===== src/rtl/tmr_pkg.sv =====
package tmr_pkg;
  typedef struct packed {
    logic pulse_en;
    logic ovf_ie;
    logic ext_clk;
    logic en;
  } tmr_ctl_t;

  localparam int unsigned NUM_MATCH = 2;
  localparam int unsigned MIN_US    = 20;
endpackage


===== src/rtl/tmr_regs.sv =====
module tmr_regs #(
  parameter int unsigned CNT_W   = 32,
  parameter int unsigned MIN_BUS = 480,
  parameter int unsigned MIN_EXT = 20
) (
  input  logic                                      clk_i,
  input  logic                                      rst_ni,
  input  logic                                      ext_clk_i,
  input  logic                                      reload_we_i,
  input  logic [tmr_pkg::NUM_MATCH-1:0]             match_we_i,
  input  logic [CNT_W-1:0]                          wdata_i,
  output logic [CNT_W-1:0]                          reload_o,
  output logic [tmr_pkg::NUM_MATCH-1:0][CNT_W-1:0]  match_o
);
  logic [CNT_W-1:0] floor_w;
  logic [CNT_W-1:0] reload_d;

  // floor depends on the count source in force at write time
  assign floor_w  = ext_clk_i ? CNT_W'(MIN_EXT) : CNT_W'(MIN_BUS);
  assign reload_d = (wdata_i < floor_w) ? floor_w : wdata_i;

  always_ff @(posedge clk_i or negedge rst_ni) begin
    if (!rst_ni)          reload_o <= '0;
    else if (reload_we_i) reload_o <= reload_d;
  end

  for (genvar i = 0; i < tmr_pkg::NUM_MATCH; i++) begin : g_match
    always_ff @(posedge clk_i or negedge rst_ni) begin
      if (!rst_ni)            match_o[i] <= '0;
      else if (match_we_i[i]) match_o[i] <= wdata_i;
    end
  end
endmodule


===== src/rtl/tmr_count.sv =====
module tmr_count #(
  parameter int unsigned CNT_W = 32
) (
  input  logic             clk_i,
  input  logic             rst_ni,
  input  logic             en_i,
  input  logic             ext_clk_i,
  input  logic             tick_i,
  input  logic             cnt_we_i,
  input  logic             reload_we_i,
  input  logic [CNT_W-1:0] wdata_i,
  input  logic [CNT_W-1:0] reload_i,
  output logic             en_q_o,
  output logic [CNT_W-1:0] cnt_o,
  output logic             dec_o,
  output logic [CNT_W-1:0] cnt_next_o
);
  logic rise, step, load_wr;

  assign rise       = en_i & ~en_q_o;
  assign step       = en_i & en_q_o & (ext_clk_i ? tick_i : 1'b1);
  // a first reload write into an empty reload also seeds the count
  assign load_wr    = en_q_o & (cnt_we_i | (reload_we_i & (reload_i == '0)));
  assign cnt_next_o = cnt_o - CNT_W'(1);
  assign dec_o      = step & ~load_wr & (cnt_o != '0);

  always_ff @(posedge clk_i or negedge rst_ni) begin
    if (!rst_ni) begin
      en_q_o <= 1'b0;
      cnt_o  <= '0;
    end else begin
      en_q_o <= en_i;
      if (rise)              cnt_o <= reload_i;
      else if (load_wr)      cnt_o <= wdata_i;
      else if (step) begin
        if (cnt_o == '0)     cnt_o <= reload_i;
        else                 cnt_o <= cnt_next_o;
      end
    end
  end
endmodule


===== src/rtl/tmr_event.sv =====
module tmr_event #(
  parameter int unsigned CNT_W = 32
) (
  input  logic                                      clk_i,
  input  logic                                      rst_ni,
  input  logic                                      dec_i,
  input  logic [CNT_W-1:0]                          cnt_next_i,
  input  logic [CNT_W-1:0]                          reload_i,
  input  logic [tmr_pkg::NUM_MATCH-1:0][CNT_W-1:0]  match_i,
  input  logic                                      ovf_ie_i,
  output logic                                      evt_o,
  output logic                                      irq_o
);
  logic [tmr_pkg::NUM_MATCH-1:0] hit, raw_zero;
  logic at_zero, fire;

  for (genvar i = 0; i < tmr_pkg::NUM_MATCH; i++) begin : g_cmp
    logic [CNT_W-1:0] folded;
    // unreachable match points collapse onto zero
    assign folded      = (match_i[i] >= reload_i) ? '0 : match_i[i];
    assign hit[i]      = (folded != '0) && (cnt_next_i == folded);
    assign raw_zero[i] = (match_i[i] == '0);
  end

  assign at_zero = (cnt_next_i == '0) & (ovf_ie_i | (|raw_zero));
  assign fire    = dec_i & ((|hit) | at_zero);

  always_ff @(posedge clk_i or negedge rst_ni) begin
    if (!rst_ni) begin
      evt_o <= 1'b0;
      irq_o <= 1'b0;
    end else begin
      evt_o <= fire;
      if (fire) irq_o <= ~irq_o;
    end
  end
endmodule


===== src/rtl/timer_chan.sv =====
module timer_chan #(
  parameter int unsigned CNT_W    = 32,
  parameter int unsigned BUS_MHZ  = 24,
  parameter int unsigned TICK_MHZ = 1
) (
  input  logic             clk_i,
  input  logic             rst_ni,
  input  logic             tick_1mhz_i,
  input  logic             ctl_en_i,
  input  logic             ctl_ext_clk_i,
  input  logic             ctl_ovf_ie_i,
  input  logic             ctl_pulse_en_i,
  input  logic             cnt_we_i,
  input  logic             reload_we_i,
  input  logic             match0_we_i,
  input  logic             match1_we_i,
  input  logic [CNT_W-1:0] wdata_i,
  output logic [CNT_W-1:0] count_o,
  output logic [CNT_W-1:0] reload_o,
  output logic [CNT_W-1:0] match0_o,
  output logic [CNT_W-1:0] match1_o,
  output logic [3:0]       ctrl_o,
  output logic             irq_o,
  output logic             evt_o
);
  import tmr_pkg::*;

  localparam int unsigned MIN_BUS = BUS_MHZ * MIN_US;
  localparam int unsigned MIN_EXT = TICK_MHZ * MIN_US;

  logic [NUM_MATCH-1:0][CNT_W-1:0] match_q;
  logic [CNT_W-1:0] cnt_q, cnt_next;
  logic             en_q, dec;
  tmr_ctl_t         ctl_q;

  always_ff @(posedge clk_i or negedge rst_ni) begin
    if (!rst_ni) begin
      ctl_q.pulse_en <= 1'b0;
      ctl_q.ovf_ie   <= 1'b0;
      ctl_q.ext_clk  <= 1'b0;
    end else begin
      ctl_q.pulse_en <= ctl_pulse_en_i;
      ctl_q.ovf_ie   <= ctl_ovf_ie_i;
      ctl_q.ext_clk  <= ctl_ext_clk_i;
    end
  end
  assign ctl_q.en = en_q;

  tmr_regs #(.CNT_W(CNT_W), .MIN_BUS(MIN_BUS), .MIN_EXT(MIN_EXT)) u_regs (
    .clk_i      (clk_i),
    .rst_ni     (rst_ni),
    .ext_clk_i  (ctl_ext_clk_i),
    .reload_we_i(reload_we_i),
    .match_we_i ({match1_we_i, match0_we_i}),
    .wdata_i    (wdata_i),
    .reload_o   (reload_o),
    .match_o    (match_q)
  );

  tmr_count #(.CNT_W(CNT_W)) u_count (
    .clk_i      (clk_i),
    .rst_ni     (rst_ni),
    .en_i       (ctl_en_i),
    .ext_clk_i  (ctl_ext_clk_i),
    .tick_i     (tick_1mhz_i),
    .cnt_we_i   (cnt_we_i),
    .reload_we_i(reload_we_i),
    .wdata_i    (wdata_i),
    .reload_i   (reload_o),
    .en_q_o     (en_q),
    .cnt_o      (cnt_q),
    .dec_o      (dec),
    .cnt_next_o (cnt_next)
  );

  tmr_event #(.CNT_W(CNT_W)) u_event (
    .clk_i     (clk_i),
    .rst_ni    (rst_ni),
    .dec_i     (dec),
    .cnt_next_i(cnt_next),
    .reload_i  (reload_o),
    .match_i   (match_q),
    .ovf_ie_i  (ctl_ovf_ie_i),
    .evt_o     (evt_o),
    .irq_o     (irq_o)
  );

  assign count_o  = en_q ? cnt_q : reload_o;
  assign match0_o = match_q[0];
  assign match1_o = match_q[1];
  assign ctrl_o   = ctl_q;
endmodule


===== config.mk =====
export PLATFORM = sky130hd
export DESIGN_NAME = timer_chan
export DESIGN_NICKNAME = d
export VERILOG_FILES = /design/src/rtl/tmr_pkg.sv /design/src/rtl/tmr_regs.sv /design/src/rtl/tmr_count.sv /design/src/rtl/tmr_event.sv /design/src/rtl/timer_chan.sv
export SDC_FILE = /design/constraint.sdc
export NUM_CORES = 1
export LEC_CHECK = 0
export CAP_MARGIN = 20
export CORE_MARGIN = 2
export CORE_UTILIZATION = 46
export CTS_CLUSTER_SIZE = 25
export DETAILED_ROUTE_END_ITERATION = 16
export GPL_ROUTABILITY_DRIVEN = 0
export PLACE_DENSITY_LB_ADDON = 0.25
export SETUP_SLACK_MARGIN = 0.15
export SLEW_MARGIN = 10
export SYNTH_ARGS = -nofsm -noshare
export SYNTH_HDL_FRONTEND = slang
export SYNTH_SLANG_ARGS = --single-unit

===== constraint.sdc =====
create_clock -name clk_i -period 5.3 [get_ports clk_i]
set_input_delay 0.795 -clock clk_i [delete_from_list [all_inputs] [get_ports clk_i]]
set_output_delay 0.795 -clock clk_i [all_outputs]
set_load 0.03 [all_outputs]

== Word level (Yosys, flattened, before mapping) ==
Index checks and enable logic that the tools add are counted.

* Bits in registers: 134
* Input bits: 43
* Output and inout port bits: 134
* Word-level logic and storage cells: 54

* $add $sub $neg: 1
* Magnitude comparators: 3
* Equality and inequality tests: 2
* Muxes and demuxes: 10
* Bitwise operators: 15
* Reduce and logical (&&, ||, !) cells: 13

{| class="wikitable"
|+ Operator list
! cell !! number
|-
| 32-bit 2-to-1 mux || 8
|-
| 32-bit logical NOT || 5
|-
| 32-bit nonzero test || 3
|-
| 32-bit == test || 2
|-
| 32-bit >= comparator || 2
|-
| 32-bit less-than comparator || 1
|-
| 32-bit by 1-bit subtractor with 32-bit output, second input constant || 1
|-
| 1-bit AND || 9
|-
| 9-bit 2-to-1 mux || 1
|-
| 2-bit OR reduction || 2
|-
| 1-bit NOT || 3
|-
| 1-bit OR || 3
|-
| 3-bit nonzero test || 1
|-
| 1-bit logical AND || 2
|-
| 1-bit 2-to-1 mux || 1
|}

== Logic depth before layout (Yosys ltp) ==
* Depth in word-level cells: 8
* Mapped depth: 14
* Gate-level depth less buffers: 12

== By module ==
From an unflattened synthesis, not the netlist that was laid out.

* Cell total of the unflattened synthesis: 1024
* Area total of the unflattened synthesis: 9974.6 um^2

{| class="wikitable"
|+ By module, submodules not included
! module !! instances !! cells each !! area each (um^2) !! seq. area each (um^2)
|-
| tmr_regs || 1 || 248 || 3794.9 || 2402.3
|-
| tmr_event || 1 || 393 || 2880.3 || 50.0
|-
| tmr_count || 1 || 343 || 2672.6 || 825.8
|-
| timer_chan || 1 || 40 || 626.9 || 75.1
|}

== Worst setup path before layout ==
Ideal clock, no wire load.

* Path type: register to register
* From: reg u_count.cnt_o[0]
* To: reg u_event.irq_o
* Library setup time: 133 ps
* Arrival: 3850 ps
* Required time: 5167 ps
* Path slack: 1318 ps
* Cell stages (with the launch flop): 15
* Path buffers: 2
* Period minus slack after synthesis: 3982 ps
* Cells stage by stage: dfrtp_1 > clkbuf_1 > inv_1 > ha_1 > or3b_2 > clkbuf_1 > or3_1 > xnor2_1 > xor2_1 > or4_4 > nor4_4 > or4b_1 > o31ai_1 > a41oi_1 > xnor2_1

* Longest elaborated chain between the ends: 6
* Elaborated cells on any way between the ends: 12
* Classes of those cells: add/sub: 1; eq/ne: 2; bitwise: 4; reduce/logical: 5

{| class="wikitable"
|+ Ends and longest elaborated chain
! what !! RTL line !! source
|-
| start: declaration || tmr_count.sv:14 || <nowiki>output logic [CNT_W-1:0] cnt_o,</nowiki>
|-
| start signal: assignment || tmr_count.sv:33 || <nowiki>if (rise) cnt_o <= reload_i;</nowiki>
|-
| start signal: assignment || tmr_count.sv:34 || <nowiki>else if (load_wr) cnt_o <= wdata_i;</nowiki>
|-
| start signal: assignment || tmr_count.sv:36 || <nowiki>if (cnt_o == '0) cnt_o <= reload_i;</nowiki>
|-
| 32-bit by 1-bit subtractor with 32-bit output || tmr_count.sv:24 || <nowiki>assign cnt_next_o = cnt_o - CNT_W'(1);</nowiki>
|-
| 32-bit == test || tmr_event.sv:21 || <nowiki>assign hit[i] = (folded != '0) && (cnt_next_i == folded);</nowiki>
|-
| 1-bit logical AND || tmr_event.sv:21 ||
|-
| 2-bit OR reduction || tmr_event.sv:26 || <nowiki>assign fire = dec_i & ((|hit) | at_zero);</nowiki>
|-
| 1-bit OR || tmr_event.sv:26 ||
|-
| 1-bit AND * || tmr_event.sv:26 ||
|-
| end signal: assignment || tmr_event.sv:34 || <nowiki>if (fire) irq_o <= ~irq_o;</nowiki>
|-
| end: declaration || tmr_event.sv:12 || <nowiki>output logic irq_o</nowiki>
|}

Every way passes the cells marked *; elsewhere a longest branch is shown, timed or not.
A chain may end at the register's enable or synchronous reset.

== Final worst setup path ==
Same ends and word-level chain as after synthesis.

==> impl_metrics.toml <==
[logic_synthesis]
syn-cell-area_um2 = 10100
synth_largest_area_cell = "dfrtp_1"
synth_most_common_cell = "dfrtp_1"
synth.avg_cell_area_um2 = 8.81
netlist_instances = 1147
ys_ff_latch = 134
syn_nets = 1262
synth_edf_count = 0
synth_top_area_share_pct = 33.2
synth_area_leaders = "dfrtp_1 33%, ha_1 8.9%, mux2_2 6.6%, o21ai_0 6.1%, nand2_1 4.9%"
synthFlopType = "dfrtp_1"
synth_commonest_cells = "134 x dfrtp_1, 133 x nand2_1, 124 x o21ai_0, 72 x ha_1, 67 x nor2_1"
ys_seq_area_share_pct = 33.2
yosysUniqueCellTypes = 76
async_flop_share_pct = 100
synth-warning-count = 0

[cells_and_area]
n_fill_cell = 1937
fin_nets = 1406
drive_gt1_share_pct = 10.0
regArea_um2 = 3350
area_delta_synth_final_pct = 25.5
final_cell_area_um2 = 12700
multi_input_area_um2 = 6280

[floorplan]
start_util_pct = 46.6
ios = 177
std_cell_rows = 54
die_y_um = 152
core_region_area_um2 = 21700
die_w_um = 152
die_area_um2 = 23200

[timing]
tightest_slew_ps = 1180
period_share_pct = 84.4
hold_violations = 0
skew_ps = 12.2
drv_slew = 0
rsz0062_at_grt = "no"
fin_setup_tns_ps = 0
setup_viol = 0
min_period_ps = 4470
slew_headroom_pct = 20.7
fmax_mhz = 224

[run]
maxCapViolCount = 0

[clocking]
clkTransAtPathRegs_ps = 70
htreeDepth = 4
postCtsHoldBufs = 0
clk_latency_ps = 440
clockRootBuffer = "clkbuf_16"
post_cts_buffers = 0
cts_tree = "built"
clk_path_buf_depth = 2
cts_buffers = 17
cts-resized-gates = 0
cts.sinks = 134

[detailed_routing]
drc_errors = 0
first_pass_iters = 6
ant_nets = 0
vias_per_cell = 6.53
wl_per_cell_um = 24.2
drt_iter0_drc = 1244
vias = 10300
totalWireLength_um = 38300

[grt]
grt_pass1_wl_um = 59300
overflow = 0
grt_max_degree = 90
grt_usage_pct = 32.9
grt_antenna_before_repair = 1
grt_pass1_vias = 9827

[power_and_ir_drop]
power_w = 0.00419
powerDensity_nw_per_um2 = 330
leakagePower_nw = 5.08
ir_drop_mv = 0.225
clkPwrFrac_pct = 31.5
p_sw_share_pct = 39.1
p_sw_w = 0.00164
power_frac_seq_pct = 33.1
intPower_w = 0.00255
p_comb_share_pct = 35.3

[worst_setup_path]
cp.required_ps = 5620
cp-end-kind = "register"
cp-start-kind = "register"
path_class = "register to register"
cp.arrival_ps = 4790
crit_fanout = 14

[place]
portBuffers = 176
dp_hpwl_um = 28500
placed_area_um2 = 12000

[min_path]
hold_path_class = "primary input to async pin"

[status]
status = "finished clean"
[cell type report]
class / count / area share (%)
clock buffer: 21 / 3.63
timing repair buffer: 194 / 14.9
inverter: 45 / 1.33
tap: 280 / 2.76
sequential: 134 / 26.5
clock inverter: 11 / 1.36
multi-input combinational: 899 / 49.5
antenna: 1 / 0.0197
[metal layers]
layer  GRT usage, %  share of wire, %
met1           45.7                40
met3           7.59                12
met2           49.6                43
met4           14.0               4.6
met5              0                 0
[registers in the layout (all words and copies together) (netlist names)]
name,flops
u_regs.match_o,64
u_event.irq_o,1
u_event.evt_o,1
ctrl_o,3
u_regs.reload_o,32
u_count.en_q_o,1
u_count.cnt_o,32
[path summary, 6_finish.rpt]
| path | from | endpoint | slack, ps | cells past startpoint |
|---|---|---|---|---|
| max in group asynchronous | rst_ni | u_count.en_q_o | 3730 | 2 |
| hold reg to reg | u_regs.reload_o[11] | u_count.cnt_o[11] | 550 | 2 |
| setup / recovery | u_count.cnt_o[0] | u_event.irq_o | 830 | 10 |
| setup reg to reg | u_count.cnt_o[0] | u_event.irq_o | 830 | 10 |
| min in group clk_i | u_regs.reload_o[11] | u_count.cnt_o[11] | 550 | 2 |
| hold / removal | rst_ni | ctrl_o[1] | 440 | 1 |
[critical path: stages (launching register included)]
cell and delay (ps):
dfrtp_1 520, or4_1 820, nor4_4 780, nand3b_1 240, xnor2_1 290, or3_1 400
o22a_1 210, or4b_1 550, o31ai_1 270, a41oi_1 100, xnor2_1 170
[power groups by stage]
stage                     Sequential [W]  Combinational [W]  Clock, W
final                            0.00139            0.00148   0.00132
after global routing             0.00140            0.00159   0.00137
after global placement           0.00139            0.00142         0
after CTS                        0.00138            0.00145   0.00132
after floorplan                  0.00141           0.000843         0
after detailed placement         0.00139            0.00144         0
[cell families (layout without fill, tap and decap cells)]
kind of cell               count (synthesis)  count (layout)  synth area share (%)
xor gates and xnor gates                  73              73                  6.90
DFF                                      134             134                  33.2
buffers and inverters                    114             271                  4.64
other                                      0               1                     0
and+or+nand+nor                          399             399                  20.8
AOI/OAI and AO/OA                        288             288                  18.2
adders and majority gates                 72              72                  8.92
muxes                                     67              67                  7.37
[layout by cell type, fill, tap and decap left out, types with 27 or more instances in the layout]
cell and instances:
inv_1 45, nand2_1 133, nor2_1 67, ha_1 72, dfrtp_1 133, nor4_1 43, clkdlybuf4s50_1 173, mux2_2 59
xnor2_1 45, o21ai_0 124, nand4_1 27, a21oi_1 44
[metrics by stage]
| stage | utilization [%] | hold WS (ps) | worst slack [ps] | cells |
|---|---|---|---|---|
| after floorplan | - | 499 | 1320 | 1147 |
| after global placement | 55.5 | 527 | 919 | 1550 |
| after detailed placement | 55.5 | 534 | 808 | 1550 |
| after CTS | 58.4 | 478 | 961 | 1582 |
| after global routing | 58.5 | 510 | 633 | 1584 |
| final | 58.5 | 437 | 826 | 1585 |
Note: power is estimated with default switching activity, not from simulation.
